File: src/rtl/dit_pkg.sv
package dit_pkg;
  localparam int CTRL_W   = 11;
  localparam int B_MODE   = 0;
  localparam int B_DOWN   = 1;
  localparam int B_GEN    = 2;
  localparam int B_CAP    = 3;
  localparam int B_RELOAD = 4;
  localparam int B_PRESET = 5;
  localparam int B_IE     = 6;
  localparam int B_RUN    = 7;
  localparam int B_FLAG   = 8;
  localparam int B_PWM    = 9;
  localparam int B_BOTH   = 10;

  typedef enum logic [1:0] {
    WORD_CTRL = 2'd0,
    WORD_RELOAD = 2'd1,
    WORD_COUNT = 2'd2,
    WORD_NONE = 2'd3
  } word_e;
endpackage

File: src/rtl/dit_channel.sv
module dit_channel
  import dit_pkg::*;
#(
  parameter int W = 32
) (
  input  logic              clk,
  input  logic              rst_n,
  input  logic              ctl_we,
  input  logic              rld_we,
  input  logic              both_run,
  input  logic [W-1:0]      wdata,
  output logic [CTRL_W-1:0] mode_q,
  output logic              flag_q,
  output logic [W-1:0]      reload_q,
  output logic [W-1:0]      cnt_q
);
  logic              at_end, running, term;
  logic [CTRL_W-1:0] mode_d;

  assign running = mode_q[B_RUN] & ~mode_q[B_PRESET];
  assign at_end  = mode_q[B_DOWN] ? (cnt_q == '0) : (cnt_q == '1);
  assign term    = running & at_end;

  always_comb begin
    mode_d = mode_q;
    if (ctl_we) begin
      mode_d = wdata[CTRL_W-1:0];
      mode_d[B_FLAG] = 1'b0;
      mode_d[B_RUN]  = wdata[B_RUN] | both_run;
    end else if (both_run) begin
      mode_d[B_RUN] = 1'b1;
    end else if (term && !mode_q[B_RELOAD]) begin
      mode_d[B_RUN] = 1'b0;
    end
  end

  always_ff @(posedge clk or negedge rst_n) begin
    if (!rst_n) begin
      mode_q   <= '0;
      flag_q   <= 1'b0;
      reload_q <= '0;
      cnt_q    <= '0;
    end else begin
      mode_q <= mode_d;
      flag_q <= (flag_q & ~(ctl_we & wdata[B_FLAG])) | term;
      if (rld_we) reload_q <= wdata;
      if (mode_q[B_PRESET])    cnt_q <= reload_q;
      else if (term)           cnt_q <= mode_q[B_RELOAD] ? reload_q : cnt_q;
      else if (running)        cnt_q <= mode_q[B_DOWN] ? cnt_q - 1'b1 : cnt_q + 1'b1;
    end
  end
endmodule

File: src/rtl/dit_regif.sv
module dit_regif
  import dit_pkg::*;
#(
  parameter int NCH = 2,
  parameter int W   = 32,
  localparam int AW  = $clog2(NCH) + 4,
  localparam int CHW = AW - 4
) (
  input  logic                        we,
  input  logic [AW-1:0]               addr,
  input  logic [W-1:0]                wdata,
  input  logic [NCH-1:0][CTRL_W-1:0]  mode_arr,
  input  logic [NCH-1:0]              flag_vec,
  input  logic [NCH-1:0][W-1:0]       reload_arr,
  input  logic [NCH-1:0][W-1:0]       cnt_arr,
  output logic [NCH-1:0]              ctl_we,
  output logic [NCH-1:0]              rld_we,
  output logic                        both_run,
  output logic [W-1:0]                rdata
);
  logic [CHW-1:0] ch;
  word_e          word;
  logic           hit;

  assign ch   = addr[AW-1:4];
  assign word = word_e'(addr[3:2]);
  assign hit  = (addr[1:0] == 2'b00) && (int'(ch) < NCH);

  for (genvar i = 0; i < NCH; i++) begin : g_dec
    assign ctl_we[i] = we && hit && ch == CHW'(i) && word == WORD_CTRL;
    assign rld_we[i] = we && hit && ch == CHW'(i) && word == WORD_RELOAD;
  end

  assign both_run = (|ctl_we) & wdata[B_BOTH];

  always_comb begin
    rdata = '0;
    for (int i = 0; i < NCH; i++) begin
      if (hit && ch == CHW'(i)) begin
        unique case (word)
          WORD_CTRL: begin
            rdata[CTRL_W-1:0] = mode_arr[i];
            rdata[B_FLAG]     = flag_vec[i];
          end
          WORD_RELOAD: rdata = reload_arr[i];
          WORD_COUNT:  rdata = cnt_arr[i];
          default:     rdata = '0;
        endcase
      end
    end
  end
endmodule

File: src/rtl/dual_interval_timer.sv
module dual_interval_timer
  import dit_pkg::*;
#(
  parameter int NCH = 2,
  parameter int W   = 32,
  localparam int AW = $clog2(NCH) + 4
) (
  input  logic           clk,
  input  logic           rst_n,
  input  logic           reg_we,
  input  logic [AW-1:0]  reg_addr,
  input  logic [W-1:0]   reg_wdata,
  output logic [W-1:0]   reg_rdata,
  output logic           irq,
  output logic [NCH-1:0] tc_flag
);
  logic [NCH-1:0][CTRL_W-1:0] mode_arr;
  logic [NCH-1:0][W-1:0]      reload_arr, cnt_arr;
  logic [NCH-1:0]             flag_vec, ctl_we, rld_we, ie_vec, run_vec, pre_vec;
  logic                       both_run;

  dit_regif #(.NCH(NCH), .W(W)) regif_i (
    .we(reg_we), .addr(reg_addr), .wdata(reg_wdata),
    .mode_arr(mode_arr), .flag_vec(flag_vec), .reload_arr(reload_arr),
    .cnt_arr(cnt_arr), .ctl_we(ctl_we), .rld_we(rld_we),
    .both_run(both_run), .rdata(reg_rdata)
  );

  for (genvar i = 0; i < NCH; i++) begin : g_ch
    dit_channel #(.W(W)) ch_i (
      .clk(clk), .rst_n(rst_n), .ctl_we(ctl_we[i]), .rld_we(rld_we[i]),
      .both_run(both_run), .wdata(reg_wdata), .mode_q(mode_arr[i]),
      .flag_q(flag_vec[i]), .reload_q(reload_arr[i]), .cnt_q(cnt_arr[i])
    );
    assign ie_vec[i]  = mode_arr[i][B_IE];
    assign run_vec[i] = mode_arr[i][B_RUN];
    assign pre_vec[i] = mode_arr[i][B_PRESET];
  end

  assign irq     = |(flag_vec & ie_vec);
  assign tc_flag = flag_vec;
endmodule

File: config.mk
export PLATFORM = sky130hd
export DESIGN_NAME = dual_interval_timer
export DESIGN_NICKNAME = d
export VERILOG_FILES = /design/src/rtl/dit_pkg.sv /design/src/rtl/dit_channel.sv /design/src/rtl/dit_regif.sv /design/src/rtl/dual_interval_timer.sv
export SDC_FILE = /design/constraint.sdc
export NUM_CORES = 1
export LEC_CHECK = 0
export BUFFER_PORTS_ARGS = -buffer_cell sky130_fd_sc_hd__buf_2
export CAP_MARGIN = 10
export CORE_MARGIN = 4
export CORE_UTILIZATION = 30
export DETAILED_ROUTE_END_ITERATION = 8
export SETUP_SLACK_MARGIN = 0.3
export SLEW_MARGIN = 5
export SYNTH_ARGS = -nofsm -noshare
export SYNTH_HDL_FRONTEND = slang
export SYNTH_SLANG_ARGS = --single-unit
File: constraint.sdc
create_clock -name clk -period 3.05 [get_ports clk]
set_input_delay 0.1525 -clock clk [delete_from_list [all_inputs] [get_ports clk]]
set_output_delay 0.1525 -clock clk [all_outputs]
set_load 0.005 [all_outputs]
# Yosys cells after proc, flatten, opt, wreduce, memory -nomap -nowiden
# Index checks and enable logic that the tools add are counted.
dict set report classes {
  addsub 4
  mux 24
  reduce_logical 25
  n_eq_ne 6
  bitwise_logic 18
}
# op count
set op_table {}
lappend op_table {{$mux W32} 12}
lappend op_table {{$pmux W11 S3} 2}
lappend op_table {{$add A32 B1 Y32 const B} 2}
lappend op_table {{$eq A32 B32 Y1 const B} 2}
lappend op_table {{$logic_not A32 Y1} 2}
lappend op_table {{$sub A32 B1 Y32 const B} 2}
lappend op_table {{$pmux W21 S3} 1}
lappend op_table {{$pmux W21 S2} 1}
lappend op_table {{$reduce_bool A3 Y1} 4}
lappend op_table {{$logic_and A1 B1 Y1} 11}
lappend op_table {{$and A1 B1 Y1} 9}
lappend op_table {{$mux W1} 8}
lappend op_table {{$ne A3 B1 Y1 const B} 2}
lappend op_table {{$not A1 Y1} 5}
lappend op_table {{$logic_not A2 Y1} 2}
lappend op_table {{$reduce_and A2 Y1} 2}
lappend op_table {{$reduce_or A2 Y1} 2}
lappend op_table {{$or A1 B1 Y1} 3}
lappend op_table {{$and A2 B2 Y2} 1}
lappend op_table {{$eq A2 B1 Y1 const B} 1}
lappend op_table {{$eq A2 B2 Y1 const B} 1}
lappend op_table {{$logic_not A1 Y1} 2}
dict set report word_totals {
  word_cells 87
  reg_bits 150
  out_inout_bits 35
  inputBits 40
}

# Longest topological paths before layout
# Gate-level depths: netlist of the first run.
dict set report depth {
  word_depth 8
  mapped_depth 11
}

# Cells and area by module
# From an unflattened synthesis of the first run, not the netlist that was laid out.
dict set report unflattened {
  hier_cells 1181
  hier_area_um2 10732.8
}
# module area_each_um2 n_inst cells_each seq_area_each_um2
set by_module_without_submodules {}
lappend by_module_without_submodules {{dit_channel at g_ch[1].ch_i} 4877.2 1 533 1876.8}
lappend by_module_without_submodules {{dit_channel at g_ch[0].ch_i} 4865.9 1 512 1876.8}
lappend by_module_without_submodules {dit_regif 980.9 1 135 0.0}
lappend by_module_without_submodules {dual_interval_timer 8.8 1 1 0.0}

# Worst setup path before layout of the first run
# No wires, ideal clock.
dict set report synth_path {
  kind {register to register}
  start {register g_ch[1].ch_i.mode_q[1]}
  end {register g_ch[1].ch_i.cnt_q[30]}
  slack_ns -0.055
  required_ns 2.977
  stages_incl_launch_ff 10
  period_less_slack_ns 3.105
  path_buffers 0
  arrival_ns 3.032
  cell_sequence {dfrtp_1 > ha_1 > and2_2 > a311o_1 > o211ai_2 > and4_4 > nor4_2 > o31a_1 > o311a_1 > a21oi_2}
}
dict set report synth_between {
  elab_chain_len 4
}
# element line_no
set synth_lines {}
lappend synth_lines {{start, declared} dit_channel.sv:12} ;# output logic [CTRL_W-1:0] mode_q,
lappend synth_lines {{start signal, assigned} dit_channel.sv:44} ;# mode_q <= mode_d;
lappend synth_lines {{$mux W1 / $mux W32 (equally long branches)} {dit_channel.sv:21, dit_channel.sv:49}}
lappend synth_lines {{$and A1 B1 Y1 / $mux W32 (equally long branches)} {dit_channel.sv:22, dit_channel.sv:49}}
lappend synth_lines {{$ne A3 B1 Y1 (no source line), or another cell as far along} n/a}
lappend synth_lines {{$reduce_and A2 Y1 (no source line) / $mux W32 (equally long branches)} n/a}
lappend synth_lines {{end signal, assigned} dit_channel.sv:47} ;# if (mode_q[B_PRESET]) cnt_q <= reload_q;
lappend synth_lines {{end signal, assigned} dit_channel.sv:48} ;# else if (term) cnt_q <= mode_q[B_RELOAD] ? reload_q : cnt_q;
lappend synth_lines {{end signal, assigned} dit_channel.sv:49} ;# else if (running) cnt_q <= mode_q[B_DOWN] ? cnt_q - 1'b1 : cnt_q + 1'b1;
lappend synth_lines {{end, declared} dit_channel.sv:15} ;# output logic [W-1:0] cnt_q
# Several ways; a longest one is shown, not always the timed one. The select of a mux whose other input is x is not followed.
# A chain may end at the register's enable or synchronous reset.

# Worst setup path after layout of the first run
dict set report layout_path {
  start {register g_ch[0].ch_i.mode_q[1]}
  end {register g_ch[0].ch_i.cnt_q[31]}
}
dict set report layout_between {
  elab_chain_len 4
}
# element line_no
set layout_lines {}
lappend layout_lines {{start, declared} dit_channel.sv:12}
lappend layout_lines {{start signal, assigned} dit_channel.sv:44}
lappend layout_lines {{$mux W1 / $mux W32 (equally long branches)} {dit_channel.sv:21, dit_channel.sv:49}}
lappend layout_lines {{$and A1 B1 Y1 / $mux W32 (equally long branches)} {dit_channel.sv:22, dit_channel.sv:49}}
lappend layout_lines {{$ne A3 B1 Y1 (no source line), or another cell as far along} n/a}
lappend layout_lines {{$reduce_and A2 Y1 (no source line) / $mux W32 (equally long branches)} n/a}
lappend layout_lines {{end signal, assigned} dit_channel.sv:47}
lappend layout_lines {{end signal, assigned} dit_channel.sv:48}
lappend layout_lines {{end signal, assigned} dit_channel.sv:49}
lappend layout_lines {{end, declared} dit_channel.sv:15}
# Several ways; a longest one is shown, not always the timed one. The select of a mux whose other input is x is not followed.

==> flow_summary.html, run 1 <==
<table>
<tr><th>Metric</th><th>Value</th></tr>
<tr><th colspan="2">Setup path</th></tr>
<tr><td>Largest fanout on the critical path</td><td>8</td></tr>
<tr><td>Critical Path AT</td><td>3.20 ns</td></tr>
<tr><td>Startpoint kind of the worst setup timing path</td><td>flip-flop</td></tr>
<tr><td>Category of the most critical setup path</td><td>flip-flop to flip-flop</td></tr>
<tr><td>Data required time of the worst path</td><td>3.37 ns</td></tr>
<tr><td>Endpoint class of the critical path</td><td>flip-flop</td></tr>
<tr><td>Number of cells on the worst reg-to-reg path</td><td>11</td></tr>
<tr><th colspan="2">Placed design</th></tr>
<tr><td>Final GP Congestion</td><td>0.915</td></tr>
<tr><td>Port Buffers</td><td>74</td></tr>
<tr><td>Placement-stage worst setup slack</td><td>-0.104 ns</td></tr>
<tr><td>Half-perimeter wire length after detailed placement</td><td>26.3 mm</td></tr>
<tr><td>Post-placement cell area</td><td>0.0121 mm2</td></tr>
<tr><th colspan="2">Finish</th></tr>
<tr><td>ANT cells</td><td>0</td></tr>
<tr><td>Area of all placed cells without fillers</td><td>0.0140 mm2</td></tr>
<tr><td>Share of final-layout standard cells stronger than drive strength 1</td><td>32.1%</td></tr>
<tr><td>Finished Core Util</td><td>40.3%</td></tr>
<tr><td>Fill cells</td><td>3400</td></tr>
<tr><td>Final nets</td><td>1432</td></tr>
<tr><td>Area overhead of the layout relative to synthesis</td><td>31.4%</td></tr>
<tr><th colspan="2">CTS</th></tr>
<tr><td>Clock tree from TritonCTS</td><td>done</td></tr>
<tr><td>Bufs on Longest Clock Path</td><td>2</td></tr>
<tr><td>Clock transition at the registers of the reported paths</td><td>0.07 ns</td></tr>
<tr><td>Number of sinks on the clock net</td><td>150</td></tr>
<tr><td>Number of H-tree branching levels</td><td>4</td></tr>
<tr><td>Inserted Clock Buffers</td><td>17</td></tr>
<tr><td>Root Driver</td><td>sky130_fd_sc_hd__clkbuf_16</td></tr>
<tr><td>Clock latency reported for the late side of the worst-skew pair</td><td>0.44 ns</td></tr>
<tr><th colspan="2">Floorplan</th></tr>
<tr><td>Placeable core region</td><td>0.0348 mm2</td></tr>
<tr><td>Height of the die</td><td>197 um</td></tr>
<tr><td>Number of rows in the core area</td><td>68</td></tr>
<tr><td>Die width</td><td>197 um</td></tr>
<tr><td>Initial core utilization</td><td>30.6%</td></tr>
<tr><td>Overall die area</td><td>0.0386 mm2</td></tr>
<tr><td>Count of boundary I/O pins</td><td>75</td></tr>
<tr><th colspan="2">Timing</th></tr>
<tr><td>Setup-failing EPs final</td><td>0</td></tr>
<tr><td>Hold WS</td><td>0.0125 ns</td></tr>
<tr><td>Final setup slack of the worst path</td><td>0.167 ns</td></tr>
<tr><td>Slew @ Worst Pin</td><td>0.841 ns</td></tr>
<tr><td>Clock Skew</td><td>0.00859 ns</td></tr>
<tr><td>Max-slew violation total from the final report</td><td>0</td></tr>
<tr><td>Max-Slew Margin vs Limit</td><td>43.8%</td></tr>
<tr><td>Number of failing hold endpoints at the final stage</td><td>0</td></tr>
<tr><td>Time the worst path needs with I/O delays and setup</td><td>2.88 ns</td></tr>
<tr><td>Period utilization</td><td>94.5%</td></tr>
<tr><td>Maximum clock rate</td><td>0.347 GHz</td></tr>
<tr><td>RSZ-0062 raised after global routing</td><td>true</td></tr>
<tr><td>Total Neg Setup Slack</td><td>0 ns</td></tr>
<tr><th colspan="2">Route</th></tr>
<tr><td>Remaining DRCs</td><td>0</td></tr>
<tr><td>Number of vias after detailed routing</td><td>10298</td></tr>
<tr><td>Routed length per instance</td><td>20.7 um</td></tr>
<tr><td>Total Wirelength</td><td>37.2 mm</td></tr>
<tr><td>Met2 wire length</td><td>16.7 mm</td></tr>
<tr><td>Antenna violation net count after detailed routing</td><td>0</td></tr>
<tr><td>Drt first-iter violations</td><td>867</td></tr>
<tr><td>Post-detailed-route via-to-cell ratio</td><td>5.74</td></tr>
<tr><td>Routed met3 length</td><td>2.28 mm</td></tr>
<tr><td>Pre-antenna DRT Iters</td><td>8</td></tr>
<tr><td>Topmost layer with routed signal wires</td><td>met4</td></tr>
<tr><td>Post-Route M1 WL</td><td>17.6 mm</td></tr>
<tr><th colspan="2">Yosys</th></tr>
<tr><td>Area fraction of the dominant cell type after synthesis</td><td>35.2%</td></tr>
<tr><td>Predominant post-synthesis flop cell</td><td>sky130_fd_sc_hd__dfrtp_1</td></tr>
<tr><td>Cell types with the largest area share after synthesis</td><td>sky130_fd_sc_hd__dfrtp_1, sky130_fd_sc_hd__mux2_2, sky130_fd_sc_hd__ha_1</td></tr>
<tr><td>Top post-synthesis cells by count</td><td>sky130_fd_sc_hd__dfrtp_1, sky130_fd_sc_hd__nand2_1, sky130_fd_sc_hd__a21oi_1</td></tr>
<tr><td>Cell taking the most area after synthesis</td><td>sky130_fd_sc_hd__dfrtp_1</td></tr>
<tr><td>Flip-flop and latch count after synthesis</td><td>150</td></tr>
<tr><td>Fraction of registers with async set/reset</td><td>100%</td></tr>
<tr><td>Most numerous cell in the Yosys netlist</td><td>sky130_fd_sc_hd__dfrtp_1</td></tr>
<tr><td>Net count after synthesis</td><td>1275</td></tr>
<tr><td>Distinct cells, synth</td><td>78</td></tr>
<tr><td>Count of yosys warnings during synthesis</td><td>0</td></tr>
<tr><td>Per-instance average area after synthesis</td><td>9.12 um2</td></tr>
<tr><td>Synth Instances</td><td>1169</td></tr>
<tr><td>Post-synth EDFFs</td><td>0</td></tr>
<tr><td>Netlist area before placement</td><td>0.0107 mm2</td></tr>
<tr><td>Share of synthesized area occupied by flip-flops and latches</td><td>35.2%</td></tr>
<tr><th colspan="2">Power and ir drop</th></tr>
<tr><td>Psw</td><td>0.00549 W</td></tr>
<tr><td>Total internal power</td><td>0.00721 W</td></tr>
<tr><td>Leakage dissipation</td><td>6.05 nW</td></tr>
<tr><td>Power Density</td><td>906 mW/mm2</td></tr>
<tr><td>Switching fraction of total power</td><td>43.2%</td></tr>
<tr><td>Share of total power in combinational logic</td><td>53.9%</td></tr>
<tr><td>Sequential cell fraction of total power</td><td>28.5%</td></tr>
<tr><td>Proportion of power drawn by the clock network</td><td>17.6%</td></tr>
<tr><td>Maximum vdd drop</td><td>0.000427 V</td></tr>
<tr><th colspan="2">Global routing</th></tr>
<tr><td>Number of global-route vias before repair</td><td>10161</td></tr>
<tr><td>Number of antenna violations at the first check in global routing</td><td>0</td></tr>
<tr><td>Global-route wire length before repair</td><td>57.1 mm</td></tr>
<tr><td>GRT overflow</td><td>0</td></tr>
<tr><td>Largest net degree at the start of global routing</td><td>65</td></tr>
<tr><td>Total global-route track usage</td><td>18.5%</td></tr>
<tr><th colspan="2">Hold path</th></tr>
<tr><td>Worst min-delay path category</td><td>input port to flip-flop</td></tr>
<tr><td>Number of cells on the worst hold path</td><td>2</td></tr>
<tr><th colspan="2">Run status</th></tr>
<tr><td>Outcome</td><td>completed</td></tr>
<tr><th colspan="2">Run</th></tr>
<tr><td>Max-cap viol count</td><td>0</td></tr>
</table>
-- worst max-delay path: stages (launching register included) --
cell and delay, ns:
sky130_fd_sc_hd__dfrtp_2 0.53, sky130_fd_sc_hd__buf_4 0.23, sky130_fd_sc_hd__ha_4 0.30, sky130_fd_sc_hd__nand4_1 0.13, sky130_fd_sc_hd__a21oi_2 0.23, sky130_fd_sc_hd__o2111ai_2 0.15, sky130_fd_sc_hd__o211ai_1 0.17, sky130_fd_sc_hd__a31oi_2 0.16
sky130_fd_sc_hd__a21oi_2 0.23, sky130_fd_sc_hd__a31oi_4 0.12, sky130_fd_sc_hd__or4_1 0.41, sky130_fd_sc_hd__o311ai_1 0.10
-- cells by family (layout without fill, tap and decap cells) --
kind of cell | after synthesis | in the layout | share of synthesized area [%]
AO/OA/AOI/OAI | 389 | 389 | 24.3
XOR/XNOR | 47 | 47 | 3.86
adder cells (fa/ha/maj) | 66 | 66 | 7.88
buffers and inverters | 90 | 260 | 3.66
flip-flops | 150 | 150 | 35.2
multiplexers | 100 | 100 | 10.4
AND/OR/NAND/NOR | 327 | 327 | 14.7
-- metal layers --
metal	GRT usage, %	vias to the layer above
met5	0	-
met4	5.04	0
met3	3.28	46
met2	28.6	372
met1	26.6	5102
li1	-	4778
-- what timing repair did --
item / CTS / global route
resized for setup: 86 / 73
setup endpoints to repair: 30 / 54
hold buffers: 16 / 0
buffers inserted: 20 / 7
pin swaps: 34 / 32
hold endpoints to repair: 81 / 0
cloned: 0 / 3
-- sequential cells by signal, summed over array words and instances (netlist names) --
signal,cells
g_ch.ch_i.cnt_q,64
g_ch.ch_i.flag_q,2
g_ch.ch_i.mode_q,20
g_ch.ch_i.reload_q,64
-- placed cells by master (no fill, tap or decap), drive strengths merged, types with 20 or more instances in the layout --
master and n:
a21o 32, a21oi 89, a222oi 22, a22oi 41, a31oi 20, buf 186
clkbuf 22, dfrtp 150, ha 64, inv 26, mux2 83, nand2 111
nand3 35, nand4 27, nor2 68, o21ai 81, o22ai 33, xnor2 30
-- path summary, 6_finish.rpt --
| path | to | slack, ns | start |
|---|---|---|---|
| worst max register to register | g_ch[0].ch_i.cnt_q[31] | 0.17 | g_ch[0].ch_i.mode_q[1] |
| worst min-delay path | g_ch[0].ch_i.reload_q[15] | 0.01 | reg_wdata[15] |
| worst min register to register | g_ch[0].ch_i.mode_q[2] | 0.51 | g_ch[0].ch_i.mode_q[2] |
| min in group asynchronous | g_ch[0].ch_i.cnt_q[24] | 0.24 | rst_n |
| worst max-delay path | g_ch[0].ch_i.cnt_q[31] | 0.17 | g_ch[0].ch_i.mode_q[1] |
| max in group asynchronous | g_ch[1].ch_i.reload_q[30] | 1.98 | rst_n |
-- power by group through the flow --
stage	logic [W]	registers, W	clock network (W)
final	0.00685	0.00362	0.00223
after CTS	0.00625	0.00353	0.00226
after global routing	0.00752	0.00370	0.00235
after detailed placement	0.00567	0.00353	0
after floorplan	0.00399	0.00320	0
after global placement	0.00561	0.00351	0
-- metrics by stage --
step | cells | power, W
after floorplan | 1169 | 0.00719
after global placement | 1716 | 0.00912
after detailed placement | 1716 | 0.00919
after CTS | 1784 | 0.0120
after global routing | 1794 | 0.0136
final | 1794 | 0.0127
-- final cells by class --
cell class / instances / area [um2] / area share (%)
clock inverter: 13 / 173 / 1.23
clock buffer: 19 / 443 / 3.16
sequential: 150 / 3760 / 26.8
multi-input combinational: 929 / 7340 / 52.4
tap: 455 / 569 / 4.06
inverter: 23 / 86.3 / 0.616
timing repair buffer: 205 / 1640 / 11.7
(Power assumes the default switching activity.)
==> inputs of run 2 (changes only) <==
--- a/config.mk
+++ b/config.mk
@@ -5,10 +5,11 @@
 export SDC_FILE = /design/constraint.sdc
 export NUM_CORES = 1
 export LEC_CHECK = 0
+export ABC_AREA = 1
 export BUFFER_PORTS_ARGS = -buffer_cell sky130_fd_sc_hd__buf_2
 export CAP_MARGIN = 10
 export CORE_MARGIN = 4
-export CORE_UTILIZATION = 30
+export CORE_UTILIZATION = 40
 export DETAILED_ROUTE_END_ITERATION = 8
 export SETUP_SLACK_MARGIN = 0.3
 export SLEW_MARGIN = 5
==> flow_summary.html, run 2 <==
<table>
<tr><th>Metric</th><th>Value</th></tr>
<tr><th colspan="2">CTS</th></tr>
<tr><td>Number of sinks on the clock net</td><td>150 (unchanged)</td></tr>
<tr><td>Number of post-CTS setup repair buffers</td><td>0 (was 20)</td></tr>
<tr><td>Root Driver</td><td>sky130_fd_sc_hd__clkbuf_16 (unchanged)</td></tr>
<tr><td>Number of H-tree branching levels</td><td>4 (unchanged)</td></tr>
<tr><td>Bufs on Longest Clock Path</td><td>2 (unchanged)</td></tr>
<tr><td>Clock transition at the registers of the reported paths</td><td>0.07 ns (about the same)</td></tr>
<tr><td>Clock tree from TritonCTS</td><td>done (unchanged)</td></tr>
<tr><td>Clock latency reported for the late side of the worst-skew pair</td><td>0.44 ns (about the same)</td></tr>
<tr><td>Inserted Clock Buffers</td><td>17 (unchanged)</td></tr>
<tr><th colspan="2">Setup path</th></tr>
<tr><td>Largest fanout on the critical path</td><td>35 (was 8)</td></tr>
<tr><td>Critical Path AT</td><td>2.83 ns (was 3.20 ns)</td></tr>
<tr><td>CP cell instances</td><td>buf_12 -&gt; ha_2 -&gt; nand2_1 -&gt; nor2_2 -&gt; inv_1 -&gt; nor2_1 -&gt; nand4_1 -&gt; nand3_1 -&gt; nand2_1 -&gt; nand2_1 -&gt; nand2_1 -&gt; nand3_1 -&gt; nand2_1 (was buf_4 -&gt; ha_4 -&gt; nand4_1 -&gt; a21oi_2 -&gt; o2111ai_2 -&gt; o211ai_1 -&gt; a31oi_2 -&gt; a21oi_2 -&gt; a31oi_4 -&gt; or4_1 -&gt; o311ai_1)</td></tr>
<tr><td>Register-to-register setup slack</td><td>0.54 ns (was 0.17 ns)</td></tr>
<tr><td>Timing startpoint of the critical path</td><td>g_ch[1].ch_i.mode_q[1] (was g_ch[0].ch_i.mode_q[1])</td></tr>
<tr><td>Worst reg2reg endpoint</td><td>g_ch[1].ch_i.cnt_q[20] (was g_ch[0].ch_i.cnt_q[31])</td></tr>
<tr><td>Worst setup path end</td><td>g_ch[1].ch_i.cnt_q[20] (was g_ch[0].ch_i.cnt_q[31])</td></tr>
<tr><td>Number of cells on the worst reg-to-reg path</td><td>13 (was 11)</td></tr>
<tr><td>Category of the most critical setup path</td><td>flip-flop to flip-flop (unchanged)</td></tr>
<tr><td>Endpoint class of the critical path</td><td>flip-flop (unchanged)</td></tr>
<tr><td>Data required time of the worst path</td><td>3.37 ns (about the same)</td></tr>
<tr><td>Startpoint kind of the worst setup timing path</td><td>flip-flop (unchanged)</td></tr>
<tr><td>Cell repeated most along the worst path</td><td>sky130_fd_sc_hd__nand2_1 (was sky130_fd_sc_hd__a21oi_2)</td></tr>
<tr><td>Slowest-stage cell, CP</td><td>sky130_fd_sc_hd__dfrtp_1 (was sky130_fd_sc_hd__dfrtp_2)</td></tr>
<tr><td>Critical register-to-register path startpoint</td><td>g_ch[1].ch_i.mode_q[1] (was g_ch[0].ch_i.mode_q[1])</td></tr>
<tr><td>Largest incremental delay on the critical path</td><td>0.41 ns (was 0.53 ns)</td></tr>
<tr><th colspan="2">Yosys</th></tr>
<tr><td>Flip-flop and latch count after synthesis</td><td>150 (unchanged)</td></tr>
<tr><td>Area fraction of the dominant cell type after synthesis</td><td>28.3% (was 35.2%)</td></tr>
<tr><td>Net count after synthesis</td><td>2352 (was 1275)</td></tr>
<tr><td>Netlist area before placement</td><td>0.0133 mm2 (was 0.0107 mm2)</td></tr>
<tr><td>Fraction of registers with async set/reset</td><td>100% (unchanged)</td></tr>
<tr><td>Synth Instances</td><td>2246 (was 1169)</td></tr>
<tr><td>Post-synth EDFFs</td><td>0 (unchanged)</td></tr>
<tr><td>Cell types with the largest area share after synthesis</td><td>sky130_fd_sc_hd__dfrtp_1, sky130_fd_sc_hd__nand2_1, sky130_fd_sc_hd__inv_1 (was sky130_fd_sc_hd__dfrtp_1, sky130_fd_sc_hd__mux2_2, sky130_fd_sc_hd__ha_1)</td></tr>
<tr><td>Share of synthesized area occupied by flip-flops and latches</td><td>28.3% (was 35.2%)</td></tr>
<tr><td>Distinct cells, synth</td><td>35 (was 78)</td></tr>
<tr><td>Cell taking the most area after synthesis</td><td>sky130_fd_sc_hd__dfrtp_1 (unchanged)</td></tr>
<tr><td>Predominant post-synthesis flop cell</td><td>sky130_fd_sc_hd__dfrtp_1 (unchanged)</td></tr>
<tr><td>Count of yosys warnings during synthesis</td><td>0 (unchanged)</td></tr>
<tr><td>Most numerous cell in the Yosys netlist</td><td>sky130_fd_sc_hd__nand2_1 (was sky130_fd_sc_hd__dfrtp_1)</td></tr>
<tr><td>Top post-synthesis cells by count</td><td>sky130_fd_sc_hd__nand2_1, sky130_fd_sc_hd__inv_1, sky130_fd_sc_hd__nor2_1 (was sky130_fd_sc_hd__dfrtp_1, sky130_fd_sc_hd__nand2_1, sky130_fd_sc_hd__a21oi_1)</td></tr>
<tr><td>Per-instance average area after synthesis</td><td>5.91 um2 (was 9.12 um2)</td></tr>
<tr><th colspan="2">Global routing</th></tr>
<tr><td>Total global-route track usage</td><td>26.0% (was 18.5%)</td></tr>
<tr><td>Global-route wire length before repair</td><td>75.0 mm (was 57.1 mm)</td></tr>
<tr><td>Largest net degree at the start of global routing</td><td>65 (unchanged)</td></tr>
<tr><td>GRT overflow</td><td>0 (unchanged)</td></tr>
<tr><td>Number of global-route vias before repair</td><td>13624 (was 10161)</td></tr>
<tr><td>Number of antenna violations at the first check in global routing</td><td>0 (unchanged)</td></tr>
<tr><th colspan="2">Finish</th></tr>
<tr><td>ANT cells</td><td>0 (unchanged)</td></tr>
<tr><td>Area overhead of the layout relative to synthesis</td><td>10.1% (was 31.4%)</td></tr>
<tr><td>Most common cell after layout, fill and taps aside</td><td>sky130_fd_sc_hd__nand2_1 (was sky130_fd_sc_hd__dfrtp_1)</td></tr>
<tr><td>Fill cells</td><td>3551 (was 3400)</td></tr>
<tr><td>Largest regs</td><td>g_ch.ch_i.cnt_q (64), g_ch.ch_i.reload_q (64), g_ch.ch_i.mode_q (20) (unchanged)</td></tr>
<tr><td>Area of all placed cells without fillers</td><td>0.0146 mm2 (was 0.0140 mm2)</td></tr>
<tr><td>Final nets</td><td>2401 (was 1432)</td></tr>
<tr><td>Share of final-layout standard cells stronger than drive strength 1</td><td>6.24% (was 32.1%)</td></tr>
<tr><td>Total area of sequential cells</td><td>0.00375 mm2 (was 0.00376 mm2)</td></tr>
<tr><td>Most used cells in the layout excluding fill and tap cells</td><td>sky130_fd_sc_hd__nand2_1, sky130_fd_sc_hd__inv_1, sky130_fd_sc_hd__nor2_1 (was sky130_fd_sc_hd__dfrtp_1, sky130_fd_sc_hd__nand2_1, sky130_fd_sc_hd__buf_4)</td></tr>
<tr><td>Area occupied by multi-input gates</td><td>0.00793 mm2 (was 0.00734 mm2)</td></tr>
<tr><th colspan="2">Route</th></tr>
<tr><td>Total Wirelength</td><td>46.8 mm (was 37.2 mm)</td></tr>
<tr><td>Post-detailed-route via-to-cell ratio</td><td>5.17 (was 5.74)</td></tr>
<tr><td>Remaining DRCs</td><td>0 (unchanged)</td></tr>
<tr><td>Antenna violation net count after detailed routing</td><td>0 (unchanged)</td></tr>
<tr><td>Routed length per instance</td><td>17.0 um (was 20.7 um)</td></tr>
<tr><td>Pre-antenna DRT Iters</td><td>6 (was 8)</td></tr>
<tr><td>Number of vias after detailed routing</td><td>14207 (was 10298)</td></tr>
<tr><td>Drt first-iter violations</td><td>1355 (was 867)</td></tr>
<tr><th colspan="2">Timing</th></tr>
<tr><td>Total Neg Setup Slack</td><td>0 ns (unchanged)</td></tr>
<tr><td>Final setup slack of the worst path</td><td>0.540 ns (was 0.167 ns)</td></tr>
<tr><td>RSZ-0062 raised after global routing</td><td>false (was true)</td></tr>
<tr><td>Period utilization</td><td>82.3% (was 94.5%)</td></tr>
<tr><td>Max-slew violation total from the final report</td><td>0 (unchanged)</td></tr>
<tr><td>Slew @ Worst Pin</td><td>0.792 ns (was 0.841 ns)</td></tr>
<tr><td>Max-Slew Margin vs Limit</td><td>47.2% (was 43.8%)</td></tr>
<tr><td>Time the worst path needs with I/O delays and setup</td><td>2.51 ns (was 2.88 ns)</td></tr>
<tr><td>Clock Skew</td><td>0.00826 ns (was 0.00859 ns)</td></tr>
<tr><td>Number of failing hold endpoints at the final stage</td><td>0 (unchanged)</td></tr>
<tr><td>Setup-failing EPs final</td><td>0 (unchanged)</td></tr>
<tr><td>Maximum clock rate</td><td>0.398 GHz (was 0.347 GHz)</td></tr>
<tr><th colspan="2">Power and ir drop</th></tr>
<tr><td>Power Density</td><td>821 mW/mm2 (was 906 mW/mm2)</td></tr>
<tr><td>Pwr Total</td><td>0.0120 W (was 0.0127 W)</td></tr>
<tr><td>Leakage dissipation</td><td>8.10 nW (was 6.05 nW)</td></tr>
<tr><td>Maximum vdd drop</td><td>0.000436 V (was 0.000427 V)</td></tr>
<tr><th colspan="2">Floorplan</th></tr>
<tr><td>Height of the die</td><td>190 um (was 197 um)</td></tr>
<tr><td>Overall die area</td><td>0.0362 mm2 (was 0.0386 mm2)</td></tr>
<tr><td>Die width</td><td>190 um (was 197 um)</td></tr>
<tr><td>Placeable core region</td><td>0.0326 mm2 (was 0.0348 mm2)</td></tr>
<tr><td>Initial core utilization</td><td>40.7% (was 30.6%)</td></tr>
<tr><td>Count of boundary I/O pins</td><td>75 (unchanged)</td></tr>
<tr><td>Number of rows in the core area</td><td>66 (was 68)</td></tr>
<tr><th colspan="2">Placed design</th></tr>
<tr><td>Port Buffers</td><td>74 (unchanged)</td></tr>
<tr><td>Post-placement cell area</td><td>0.0140 mm2 (was 0.0121 mm2)</td></tr>
<tr><td>Placement-stage worst setup slack</td><td>0.545 ns (was -0.104 ns)</td></tr>
<tr><td>Final GP Congestion</td><td>0.952 (was 0.915)</td></tr>
<tr><td>Half-perimeter wire length after detailed placement</td><td>36.5 mm (was 26.3 mm)</td></tr>
<tr><th colspan="2">Hold path</th></tr>
<tr><td>Worst min-delay path category</td><td>input port to flip-flop (unchanged)</td></tr>
<tr><th colspan="2">Run status</th></tr>
<tr><td>Outcome</td><td>completed (unchanged)</td></tr>
<tr><th colspan="2">Run</th></tr>
<tr><td>Max-cap viol count</td><td>0 (unchanged)</td></tr>
</table>
-- run 2: cell types whose count changed in the layout (fill, tap and decap cells not counted), sizes merged, moves of 22 or more --
cell / delta
a21o: -31
o21ai: +71
nand2: +851
mux2: -83
a222oi: -22
inv: +308
a22oi: -41
nor2: +108
buf: -92
a21oi: -22
nand3: +132
-- run 2: per-layer routing --
layer,routed length [um],global-route usage (%),vias up
li1,-,-,7103
met1,22700,39.2,6566
met2,20200,39.9,491
met3,3260,3.67,47
met4,686,5.19,0
met5,0,0,-
-- run 2: final cells by class --
cell class,instances,share of cell area (%)
Multi-Input combinational cell,1703,54.3
Inverter,327,8.43
Timing Repair Buffer,96,4.00
Sequential cell,150,25.7
Tap cell,442,3.78
Clock buffer,18,2.94
Clock inverter,14,0.907
-- run 2: cells by family after synthesis --
logic type | share of synthesized area, %
XOR/XNOR | 2.11
buffers and inverters | 12.2
flip-flops | 28.3
adder cells (fa/ha/maj) | 6.33
AO/OA/AOI/OAI | 9.96
AND/OR/NAND/NOR | 41.2
-- run 2: worst min-delay path by stage --
stage,from,endpoint,cells past startpoint
2_1_floorplan,rst_n,g_ch[0].ch_i.cnt_q[0],0
3_3_place_gp,rst_n,g_ch[1].ch_i.reload_q[3],1
3_5_place_dp,rst_n,g_ch[1].ch_i.reload_q[3],1
4_1_cts,reg_wdata[26],g_ch[1].ch_i.reload_q[26],3
5_1_grt,reg_wdata[26],g_ch[0].ch_i.reload_q[26],3
6_report,reg_wdata[20],g_ch[0].ch_i.reload_q[20],3
-- run 2: repair_timing --
action                     CTS  global route
setup endpoints to repair    0             1
gates resized for setup      0             4
hold endpoints to repair    57             0
hold buffers                 2             0
-- run 2: per-stage QoR --
stage / utilization (%) / hold WS, ns / instances
6_report: 44.8 / 0.0115 / 2750
5_1_grt: 44.8 / 0.0223 / 2750
4_1_cts: 44.8 / 0.00180 / 2750
3_5_place_dp: 43.0 / 0.175 / 2716
3_3_place_gp: 43.0 / 0.173 / 2716
2_1_floorplan: - / -0.143 / 2246
-- run 2: worst max-delay path: cells and delay by family, from the launching register on --
kind | cells | cell delay [ns]
buffers and inverters | 2 | 0.26
adder cells (fa/ha/maj) | 1 | 0.41
flip-flops | 1 | 0.41
AND/OR/NAND/NOR | 10 | 1.28
-- run 2: power by group --
group / total [W] / switching, W / internal [W]
Sequential: 0.00353 / 0.000934 / 0.00259
Combinational: 0.00637 / 0.00420 / 0.00217
Clock: 0.00210 / 0.00102 / 0.00108
Total: 0.0120 / 0.00616 / 0.00585
==> inputs of run 3 (changes only) <==
==> constraint.sdc (replaced) <==
create_clock -name clk -period 2.5 [get_ports clk]
set_input_delay 0.125 -clock clk [delete_from_list [all_inputs] [get_ports clk]]
set_output_delay 0.125 -clock clk [all_outputs]
set_load 0.005 [all_outputs]
==> flow_summary.html, run 3 (synthesis gave the netlist of run 2 again) <==
<table>
<tr><th>Metric</th><th>Value</th></tr>
<tr><th colspan="2">Timing</th></tr>
<tr><td>Maximum clock rate</td><td>0.440 GHz (was 0.398 GHz)</td></tr>
<tr><td>RSZ-0062 raised after global routing</td><td>true (was false)</td></tr>
<tr><td>Max-Slew Margin vs Limit</td><td>48.4% (was 47.2%)</td></tr>
<tr><td>Slew @ Worst Pin</td><td>0.775 ns (was 0.792 ns)</td></tr>
<tr><td>Final setup slack of the worst path</td><td>0.229 ns (was 0.540 ns)</td></tr>
<tr><td>Number of failing hold endpoints at the final stage</td><td>0 (unchanged)</td></tr>
<tr><td>Setup-failing EPs final</td><td>0 (unchanged)</td></tr>
<tr><td>Period utilization</td><td>90.8% (was 82.3%)</td></tr>
<tr><td>Max-slew violation total from the final report</td><td>0 (unchanged)</td></tr>
<tr><td>Hold WS</td><td>0.00262 ns (was 0.0115 ns)</td></tr>
<tr><td>Clock Skew</td><td>0.0119 ns (was 0.00826 ns)</td></tr>
<tr><td>Time the worst path needs with I/O delays and setup</td><td>2.27 ns (was 2.51 ns)</td></tr>
<tr><th colspan="2">Global routing</th></tr>
<tr><td>Number of global-route vias before repair</td><td>14049 (was 13624)</td></tr>
<tr><td>Number of antenna violations at the first check in global routing</td><td>0 (unchanged)</td></tr>
<tr><td>GRT overflow</td><td>0 (unchanged)</td></tr>
<tr><td>Largest net degree at the start of global routing</td><td>65 (unchanged)</td></tr>
<tr><td>Total global-route track usage</td><td>26.8% (was 26.0%)</td></tr>
<tr><td>Global-route wire length before repair</td><td>76.6 mm (was 75.0 mm)</td></tr>
<tr><th colspan="2">Setup path</th></tr>
<tr><td>Largest fanout on the critical path</td><td>7 (was 35)</td></tr>
<tr><td>Cell repeated most along the worst path</td><td>sky130_fd_sc_hd__nand2_2 (was sky130_fd_sc_hd__nand2_1)</td></tr>
<tr><td>Worst reg2reg endpoint</td><td>g_ch[1].ch_i.cnt_q[20] (unchanged)</td></tr>
<tr><td>Category of the most critical setup path</td><td>flip-flop to flip-flop (unchanged)</td></tr>
<tr><td>Worst setup path end</td><td>g_ch[1].ch_i.cnt_q[20] (unchanged)</td></tr>
<tr><td>Register-to-register setup slack</td><td>0.23 ns (was 0.54 ns)</td></tr>
<tr><td>CP cell instances</td><td>buf_12 -&gt; ha_4 -&gt; nand2_2 -&gt; inv_2 -&gt; nand2_2 -&gt; nor2_4 -&gt; nand4_1 -&gt; nand3_1 -&gt; nand2_1 -&gt; nand2_2 -&gt; nand2_2 -&gt; nand3_2 -&gt; nand2_1 (was buf_12 -&gt; ha_2 -&gt; nand2_1 -&gt; nor2_2 -&gt; inv_1 -&gt; nor2_1 -&gt; nand4_1 -&gt; nand3_1 -&gt; nand2_1 -&gt; nand2_1 -&gt; nand2_1 -&gt; nand3_1 -&gt; nand2_1)</td></tr>
<tr><td>Data required time of the worst path</td><td>2.83 ns (was 3.37 ns)</td></tr>
<tr><td>Startpoint kind of the worst setup timing path</td><td>flip-flop (unchanged)</td></tr>
<tr><td>Slowest-stage cell, CP</td><td>sky130_fd_sc_hd__dfrtp_4 (was sky130_fd_sc_hd__dfrtp_1)</td></tr>
<tr><td>Largest incremental delay on the critical path</td><td>0.59 ns (was 0.41 ns)</td></tr>
<tr><td>Critical register-to-register path startpoint</td><td>g_ch[1].ch_i.mode_q[1] (unchanged)</td></tr>
<tr><td>Category of cells accounting for the largest share of critical-path delay</td><td>simple AND/OR/NAND/NOR gates (unchanged)</td></tr>
<tr><td>Critical Path AT</td><td>2.61 ns (was 2.83 ns)</td></tr>
<tr><td>Count of cell instances traversed by the critical path</td><td>13 (unchanged)</td></tr>
<tr><td>Endpoint class of the critical path</td><td>flip-flop (unchanged)</td></tr>
<tr><td>Timing startpoint of the critical path</td><td>g_ch[1].ch_i.mode_q[1] (unchanged)</td></tr>
<tr><td>Number of cells on the worst reg-to-reg path</td><td>13 (unchanged)</td></tr>
<tr><td>Critical path buffer and inverter count</td><td>2 (unchanged)</td></tr>
<tr><th colspan="2">Finish</th></tr>
<tr><td>Final nets</td><td>2516 (was 2401)</td></tr>
<tr><td>Most common cell after layout, fill and taps aside</td><td>sky130_fd_sc_hd__nand2_1 (unchanged)</td></tr>
<tr><td>Fill cells</td><td>3246 (was 3551)</td></tr>
<tr><td>Largest regs</td><td>g_ch.ch_i.cnt_q (64), g_ch.ch_i.reload_q (64), g_ch.ch_i.mode_q (20) (unchanged)</td></tr>
<tr><td>Share of final-layout standard cells stronger than drive strength 1</td><td>25.4% (was 6.24%)</td></tr>
<tr><td>Area of all placed cells without fillers</td><td>0.0178 mm2 (was 0.0146 mm2)</td></tr>
<tr><td>ANT cells</td><td>0 (unchanged)</td></tr>
<tr><td>Most used cells in the layout excluding fill and tap cells</td><td>sky130_fd_sc_hd__nand2_1, sky130_fd_sc_hd__inv_1, sky130_fd_sc_hd__o21ai_0 (was sky130_fd_sc_hd__nand2_1, sky130_fd_sc_hd__inv_1, sky130_fd_sc_hd__nor2_1)</td></tr>
<tr><td>Area overhead of the layout relative to synthesis</td><td>34.4% (was 10.1%)</td></tr>
<tr><th colspan="2">Power and ir drop</th></tr>
<tr><td>Power Density</td><td>1030 mW/mm2 (was 821 mW/mm2)</td></tr>
<tr><td>Pwr Total</td><td>0.0184 W (was 0.0120 W)</td></tr>
<tr><td>Maximum vdd drop</td><td>0.000585 V (was 0.000436 V)</td></tr>
<tr><td>Leakage dissipation</td><td>9.20 nW (was 8.10 nW)</td></tr>
<tr><th colspan="2">Hold path</th></tr>
<tr><td>Worst Min Path Start</td><td>reg_wdata[6] (was reg_wdata[20])</td></tr>
<tr><td>Worst min-delay path category</td><td>input port to flip-flop (unchanged)</td></tr>
<tr><th colspan="2">Route</th></tr>
<tr><td>Remaining DRCs</td><td>0 (unchanged)</td></tr>
<tr><td>Total Wirelength</td><td>50.6 mm (was 46.8 mm)</td></tr>
<tr><td>Antenna violation net count after detailed routing</td><td>0 (unchanged)</td></tr>
<tr><td>Routed length per instance</td><td>17.7 um (was 17.0 um)</td></tr>
<tr><td>Drt first-iter violations</td><td>1200 (was 1355)</td></tr>
<tr><td>Pre-antenna DRT Iters</td><td>5 (was 6)</td></tr>
<tr><td>Post-detailed-route via-to-cell ratio</td><td>5.24 (was 5.17)</td></tr>
<tr><td>Number of vias after detailed routing</td><td>15010 (was 14207)</td></tr>
<tr><th colspan="2">CTS</th></tr>
<tr><td>Root Driver</td><td>sky130_fd_sc_hd__clkbuf_16 (unchanged)</td></tr>
<tr><td>Bufs on Longest Clock Path</td><td>2 (unchanged)</td></tr>
<tr><td>Clock latency reported for the late side of the worst-skew pair</td><td>0.44 ns (about the same)</td></tr>
<tr><td>Number of sinks on the clock net</td><td>150 (unchanged)</td></tr>
<tr><td>Clock tree from TritonCTS</td><td>done (unchanged)</td></tr>
<tr><td>Number of H-tree branching levels</td><td>4 (unchanged)</td></tr>
<tr><td>Clock transition at the registers of the reported paths</td><td>0.07 ns (about the same)</td></tr>
<tr><td>Inserted Clock Buffers</td><td>17 (unchanged)</td></tr>
<tr><th colspan="2">Floorplan</th></tr>
<tr><td>Placeable core region</td><td>0.0326 mm2 (unchanged)</td></tr>
<tr><td>Count of boundary I/O pins</td><td>75 (unchanged)</td></tr>
<tr><td>Number of rows in the core area</td><td>66 (unchanged)</td></tr>
<tr><td>Die width</td><td>190 um (unchanged)</td></tr>
<tr><td>Overall die area</td><td>0.0362 mm2 (unchanged)</td></tr>
<tr><td>Height of the die</td><td>190 um (unchanged)</td></tr>
<tr><td>Initial core utilization</td><td>40.7% (unchanged)</td></tr>
<tr><th colspan="2">Placed design</th></tr>
<tr><td>Half-perimeter wire length after detailed placement</td><td>37.1 mm (was 36.5 mm)</td></tr>
<tr><td>Port Buffers</td><td>74 (unchanged)</td></tr>
<tr><td>Final GP Congestion</td><td>0.922 (was 0.952)</td></tr>
<tr><td>Placement-stage worst setup slack</td><td>-0.0871 ns (was 0.545 ns)</td></tr>
<tr><td>Post-placement cell area</td><td>0.0143 mm2 (was 0.0140 mm2)</td></tr>
<tr><th colspan="2">Run</th></tr>
<tr><td>Max-cap viol count</td><td>0 (unchanged)</td></tr>
<tr><th colspan="2">Run status</th></tr>
<tr><td>Outcome</td><td>completed (unchanged)</td></tr>
</table>
==> run 3: cell count changes in the layout (fill, tap and decap cells not counted), sizes merged <==
| cell | delta |
|---|---|
| clkinv | -1 |
| inv | +1 |
| buf | +96 |
| nand2 | +2 |
| clkbuf | +2 |
| dlygate4sd3 | +15 |
==> run 3: timing repair <==
item | 4_1_cts | 5_1_grt
cloned | 2 | 5
pin swaps | 28 | 113
endpoints found under the hold margin | 90 | 0
setup endpoints to repair | 58 | 66
gates resized for setup | 172 | 352
hold buffers | 17 | 0
buffers inserted | 22 | 30
==> run 3: worst min-delay path, delay by kind of cell <==
family	cells	cell delay, ns
buffers and inverters	2	0.13
AOI/OAI and AO/OA	1	0.15
==> run 3: metrics by stage <==
stage | cells | TNS [ns] | util [%]
6_report | 2865 | 0 | 54.7
5_1_grt | 2865 | 0 | 54.7
2_1_floorplan | 2246 | 0 | -
4_1_cts | 2830 | 0 | 49.8
3_5_place_dp | 2757 | -0.248 | 44.0
3_3_place_gp | 2757 | -0.147 | 44.0
==> run 3: final cells by class <==
type / instances / area (um2) / share of cell area (%)
Tap cell: 442 / 553 / 3.10
Clock buffer: 18 / 439 / 2.46
Inverter: 327 / 1260 / 7.09
Multi-Input combinational cell: 1705 / 9970 / 55.9
Timing Repair Buffer: 209 / 1680 / 9.44
Clock inverter: 14 / 153 / 0.856
Sequential cell: 150 / 3780 / 21.2
==> run 3: per-layer routing <==
metal	track usage [%]	vias to the layer above	routed length (um)
li1	-	7367	-
met1	39.8	7118	24100
met2	41.5	452	22400
met3	3.76	73	3000
met4	5.97	0	1060
met5	0	-	0
==> run 3: how the worst min path moves through the flow <==
stage,end,slack [ns],cells past startpoint
5_1_grt,g_ch[0].ch_i.reload_q[25],0.007,3
3_3_place_gp,g_ch[0].ch_i.cnt_q[16],0.17,1
6_report,g_ch[1].ch_i.mode_q[6],0.003,3
3_5_place_dp,g_ch[0].ch_i.cnt_q[16],0.17,1
2_1_floorplan,g_ch[0].ch_i.cnt_q[0],-0.17,0
4_1_cts,g_ch[1].ch_i.mode_q[6],0.0008,3
==> run 3: power by group <==
group / internal, W / total [W] / switching [W]
Combinational: 0.00466 / 0.0112 / 0.00658
Sequential: 0.00319 / 0.00453 / 0.00134
Clock: 0.00137 / 0.00265 / 0.00128
Total: 0.00922 / 0.0184 / 0.00920
